--- src/rtl/trig_pkg.sv ---
package trig_pkg;
    typedef enum logic [1:0] {
        ST_IDLE  = 2'd0,
        ST_FIRST = 2'd1,
        ST_HUNT  = 2'd2,
        ST_DONE  = 2'd3
    } trg_state_e;
endpackage

--- src/rtl/trig_hist.sv ---
module trig_hist #(
    parameter int NCH = 16
) (
    input  logic           clk,
    input  logic           rst_n,
    input  logic           load,
    input  logic [NCH-1:0] d,
    output logic [NCH-1:0] q
);
    always_ff @(posedge clk or negedge rst_n) begin
        if (!rst_n) begin
            q <= '0;
        end else if (load) begin
            q <= d;
        end
    end
endmodule

--- src/rtl/trig_chan_eval.sv ---
module trig_chan_eval #(
    parameter int NCH = 16
) (
    input  logic [NCH-1:0] cur,
    input  logic [NCH-1:0] prev,
    input  logic           have_prev,
    input  logic [NCH-1:0] use_mask,
    input  logic [NCH-1:0] lvl_mask,
    input  logic [NCH-1:0] pol_mask,
    output logic           all_ok
);
    logic [NCH-1:0] ch_ok;

    for (genvar i = 0; i < NCH; i++) begin : g_ch
        logic lvl_hit;
        logic edge_hit;
        // level: sample bit equals polarity; edge: previous at polarity, current at its inverse
        assign lvl_hit  = (cur[i] == pol_mask[i]);
        assign edge_hit = have_prev && (prev[i] == pol_mask[i]) && (cur[i] != pol_mask[i]);
        assign ch_ok[i] = !use_mask[i] || (lvl_mask[i] ? lvl_hit : edge_hit);
    end

    assign all_ok = &ch_ok;
endmodule

--- src/rtl/trig_matcher.sv ---
module trig_matcher #(
    parameter int NCH = 16
) (
    input  logic           clk,
    input  logic           rst_n,
    input  logic           arm,
    input  logic [NCH-1:0] cfg_involve,
    input  logic [NCH-1:0] cfg_enable,
    input  logic [NCH-1:0] cfg_level,
    input  logic [NCH-1:0] cfg_polarity,
    input  logic           smp_valid,
    input  logic [NCH-1:0] smp_data,
    output logic           hit
);
    import trig_pkg::*;

    trg_state_e     state_q;
    trg_state_e     state_d;
    logic [NCH-1:0] use_mask;
    logic [NCH-1:0] prev_smp;
    logic           searching;
    logic           accept;
    logic           cond_ok;
    logic           fire;

    assign use_mask  = cfg_involve & cfg_enable;
    assign searching = (state_q == ST_FIRST) || (state_q == ST_HUNT);
    assign accept    = arm && smp_valid && searching;
    assign fire      = accept && cond_ok;

    trig_hist #(.NCH(NCH)) u_hist (
        .clk   (clk),
        .rst_n (rst_n),
        .load  (accept),
        .d     (smp_data),
        .q     (prev_smp)
    );

    trig_chan_eval #(.NCH(NCH)) u_eval (
        .cur       (smp_data),
        .prev      (prev_smp),
        .have_prev (state_q == ST_HUNT),
        .use_mask  (use_mask),
        .lvl_mask  (cfg_level),
        .pol_mask  (cfg_polarity),
        .all_ok    (cond_ok)
    );

    // next-state logic
    always_comb begin
        state_d = state_q;
        if (!arm) begin
            state_d = ST_IDLE;
        end else begin
            unique case (state_q)
                ST_IDLE:  state_d = ST_FIRST;
                ST_FIRST: begin
                    if (fire)           state_d = ST_DONE;
                    else if (smp_valid) state_d = ST_HUNT;
                end
                ST_HUNT:  if (fire) state_d = ST_DONE;
                ST_DONE:  state_d = ST_DONE;
                default:  state_d = ST_IDLE;
            endcase
        end
    end

    // state register
    always_ff @(posedge clk or negedge rst_n) begin
        if (!rst_n) begin
            state_q <= ST_IDLE;
        end else begin
            state_q <= state_d;
        end
    end

    // output register
    always_ff @(posedge clk or negedge rst_n) begin
        if (!rst_n) begin
            hit <= 1'b0;
        end else begin
            hit <= fire;
        end
    end
endmodule

--- config.mk ---
export PLATFORM = sky130hd
export DESIGN_NAME = trig_matcher
export DESIGN_NICKNAME = d
export VERILOG_FILES = /design/src/rtl/trig_pkg.sv /design/src/rtl/trig_hist.sv /design/src/rtl/trig_chan_eval.sv /design/src/rtl/trig_matcher.sv
export SDC_FILE = /design/constraint.sdc
export NUM_CORES = 1
export LEC_CHECK = 0
export BUFFER_PORTS_ARGS = -buffer_cell sky130_fd_sc_hd__buf_2
export CAP_MARGIN = 20
export CORE_ASPECT_RATIO = 1.25
export CORE_MARGIN = 5
export CORE_UTILIZATION = 42
export CTS_CLUSTER_DIAMETER = 80
export DETAILED_ROUTE_END_ITERATION = 7
export GPL_TIMING_DRIVEN = 0
export HOLD_SLACK_MARGIN = 0.08
export PLACE_DENSITY = 0.77
export SLEW_MARGIN = 40
export SYNTH_ARGS = -nofsm -noshare
export SYNTH_HDL_FRONTEND = slang
export SYNTH_HIERARCHICAL = 1
export SYNTH_SLANG_ARGS = --single-unit
export TNS_END_PERCENT = 1
--- constraint.sdc ---
create_clock -name clk -period 2.4 [get_ports clk]
set_clock_uncertainty 0.05 [all_clocks]
set_input_delay 0.12 -clock clk [delete_from_list [all_inputs] [get_ports clk]]
set_output_delay 0.12 -clock clk [all_outputs]
set_load 0.005 [all_outputs]
==> flow_summary.toml <==
[run_status]
status = "completed"

[logic_synthesis]
synth_area_sq_um = 1690
synth_flop_cell = "dfrtp_1"
synth_edf_count = 0
syn-num-nets = 258
avgSynthCellArea_sq_um = 9.93
postSynthCellCount = 170
synth.distinct_cells = 38
async_flop_share_pct = 100
ys_ff_latch = 19
ys_seq_area_share_pct = 28.2
yosys_warnings = 6

[drt]
wl_per_cell_um = 13.1
wl_mm = 4.20
drc_errors = 0
drtPass1Iterations = 4
drtIter0Drc = 17
vias = 1650
vias_per_cell = 5.16
ant_nets = 0

[power]
p_per_area_nw_per_um2 = 713
ir_drop_mv = 0.420
leakage_nw = 1.08

[worst_setup_path]
start_kind = "register"
slowest_delay_ps = 420
crit_path_max_fanout = 6
crit_required_ps = 2490
crit_type = "reg -> reg"
cp.arrival_ps = 2470
endpoint_kind = "register"
path_buf_inv = 3
path_cells = "inv_2 -> ha_4 -> inv_6 -> buf_8 -> a211o_1 -> a32oi_2 -> nand4_1 -> nor4_4 -> nand2_1 -> o2bb2ai_2 -> mux2i_1"
crit_slowest_cell = "dfrtp_1"
reg2reg_depth = 11
r2r_slack_ps = 10
r2r_end = "state_q[1]"
crit_family = "simple AND/OR/NAND/NOR gates"
worstReg2RegStart = "state_q[0]"

[timing]
min_period_ps = 2390
setup_ws_ps = 12.1
fin_crit_sh_pct = 99.5
maxSlewHeadroom_pct = 71.2
worstMarginPinSlew_ps = 432
rsz0062_at_grt = "yes"
max_freq_mhz = 419
setup_viol = 0
finalHoldViolations = 0
slew_violations = 0

[placed_design]
dpl-instance-area_sq_um = 2180
globalplace.congestion = 0.812
dpl.hpwl_mm = 3.33
dp_slack_ps = -548
io_buffer_count = 84

[cts]
clkSlewWorstSetupHoldPaths_ps = 70
clockBufferDepth = 2
clk_latency_ps = 250
cts_root_buf = "clkbuf_8"
cts_buffers = 3
htreeDepth = 1
cts.sinks = 19
cts_tree = "yes"

[die]
fp.dieW_um = 66.7
die-area_sq_um = 5390
fp.coreArea_sq_um = 3850
placementRows = 25
initial_utilization_pct = 43.9
ios = 85
fp.dieH_um = 80.9

[grt]
track_usage_pct = 15.7
grt_overflow_total = 0
grt_pass1_wl_mm = 6.80
grt_pass1_vias = 1626
antenna_found_initial = 0
grt_max_degree = 20

[worst_hold_path]
hold_end = "u_hist/q[0]"
hold_path_class = "in -> reg"
hp-start = "smp_data[0]"
whs_path_depth = 2

[final_layout]
drive_gt1_share_pct = 45.9
fillers = 360
multiInputGateArea_sq_um = 1210
area_growth_pct = 40.5
diodes = 0
design_area_sq_um = 2370
seq_area_sq_um = 475
nets = 355

[run]
maxCapViolCount = 0
what timing repair did:
| item | CTS | global route |
|---|---|---|
| endpoints found under the hold margin | 21 | 0 |
| resized for setup | 11 | 6 |
| hold buffers | 3 | 0 |
| gates cloned | 0 | 1 |
| pin swaps | 3 | 14 |
| setup buffers | 2 | 2 |
| setup endpoints to repair | 3 | 2 |
stage by stage:
| step | cells | hold slack (ps) | total power, W | util [%] | setup TNS, ps |
|---|---|---|---|---|---|
| after global routing | 320 | 81.1 | 0.00183 | 61.7 | -192 |
| after detailed placement | 308 | 50.8 | 0.00131 | 56.6 | -1260 |
| after floorplan | 170 | -226 | 0.00111 | - | 0 |
| after CTS | 317 | 86.6 | 0.00162 | 60.2 | 0 |
| after global placement | 308 | 45.0 | 0.00130 | 56.6 | -1200 |
| final | 320 | 92.9 | 0.00169 | 61.7 | 0 |
synth_stat cells, types with 2 or more instances:
| cell type | count | share of area, % |
|---|---|---|
| dfrtp_1 | 19 | 28 |
| and2_1 | 17 | 6.3 |
| xnor2_1 | 13 | 6.7 |
| nand2_1 | 12 | 2.7 |
| mux2_4 | 10 | 8.9 |
| nand3b_1 | 10 | 4.4 |
| a211o_1 | 8 | 4.2 |
| or3b_1 | 8 | 4.2 |
| mux2_2 | 6 | 4.0 |
| nor2_1 | 6 | 1.3 |
| a21boi_0 | 5 | 2.2 |
| a21oi_1 | 5 | 1.5 |
| and3b_1 | 5 | 2.6 |
| nand2b_1 | 5 | 1.9 |
| ha_1 | 4 | 3.0 |
| inv_1 | 4 | 0.89 |
| o311ai_0 | 4 | 2.1 |
| a32oi_1 | 3 | 1.6 |
| mux2i_1 | 3 | 1.8 |
| a32o_1 | 2 | 1.2 |
| and3_1 | 2 | 0.74 |
| nand3_1 | 2 | 0.59 |
| nand4_1 | 2 | 0.74 |
layout by cell type (no fill, tap or decap), drive strengths merged, types with 2 or more instances in the layout:
master,instances
buf,91
dfrtp,19
and2,17
mux2,16
xnor2,13
nand2,12
nand3b,10
or3b,8
a211o,8
nor2,6
nand2b,5
a21boi,5
and3b,5
a21oi,5
ha,4
clkbuf,4
a32oi,4
inv,4
o311ai,4
mux2i,3
dlygate4sd3,3
and3,2
nand4,2
nand3,2
nor4,2
a32o,2
layout make-up:
cell class                      count  share of cell area [%]
Timing Repair Buffer               92                    21.3
Clock inverter                      1                   0.211
Clock buffer                        3                    1.74
Sequential cell                    19                    20.0
Buffer                              3                    1.95
Tap cell                           54                    2.85
Inverter                            4                   0.844
Multi-Input combinational cell    144                    51.1
where the power goes:
part           switching, W  internal, W  leakage (nW)
clock              0.000106     0.000115        0.0255
sequential         0.000120     0.000475         0.230
combinational      0.000345     0.000530         0.827
layer usage:
layer  wire length (um)  share of wire, %  global-route usage [%]
met3                262               6.2                    2.49
met1               1700                40                    18.4
met2               2180                52                    29.8
met4                 59               1.4                    3.05
met5                  0                 0                       0
worst max path at each step:
stage          slack [ps]         end       start  depth (start not counted)
6_report               10  state_q[1]  state_q[0]                         11
5_1_grt              -110  state_q[1]  state_q[0]                         10
4_1_cts                10  state_q[0]  state_q[0]                         11
3_5_place_dp         -550  state_q[0]  state_q[0]                         10
3_3_place_gp         -500  state_q[0]  state_q[0]                         10
2_1_floorplan          30  state_q[0]  state_q[0]                         11
kinds of logic after synthesis:
family | after synthesis | synth area share [%]
and+or+nand+nor | 74 | 27.7
AOI/OAI and AO/OA | 34 | 16.8
muxes | 19 | 14.7
DFF | 19 | 28.2
xor gates and xnor gates | 13 | 6.75
buffers and inverters | 7 | 2.96
adders and majority gates | 4 | 2.97
sequential cells by signal, indices dropped and copies added (netlist names):
name	count
state_q	2
u_hist/q	16
hit	1
Note: power is estimated with default switching activity, not from simulation.
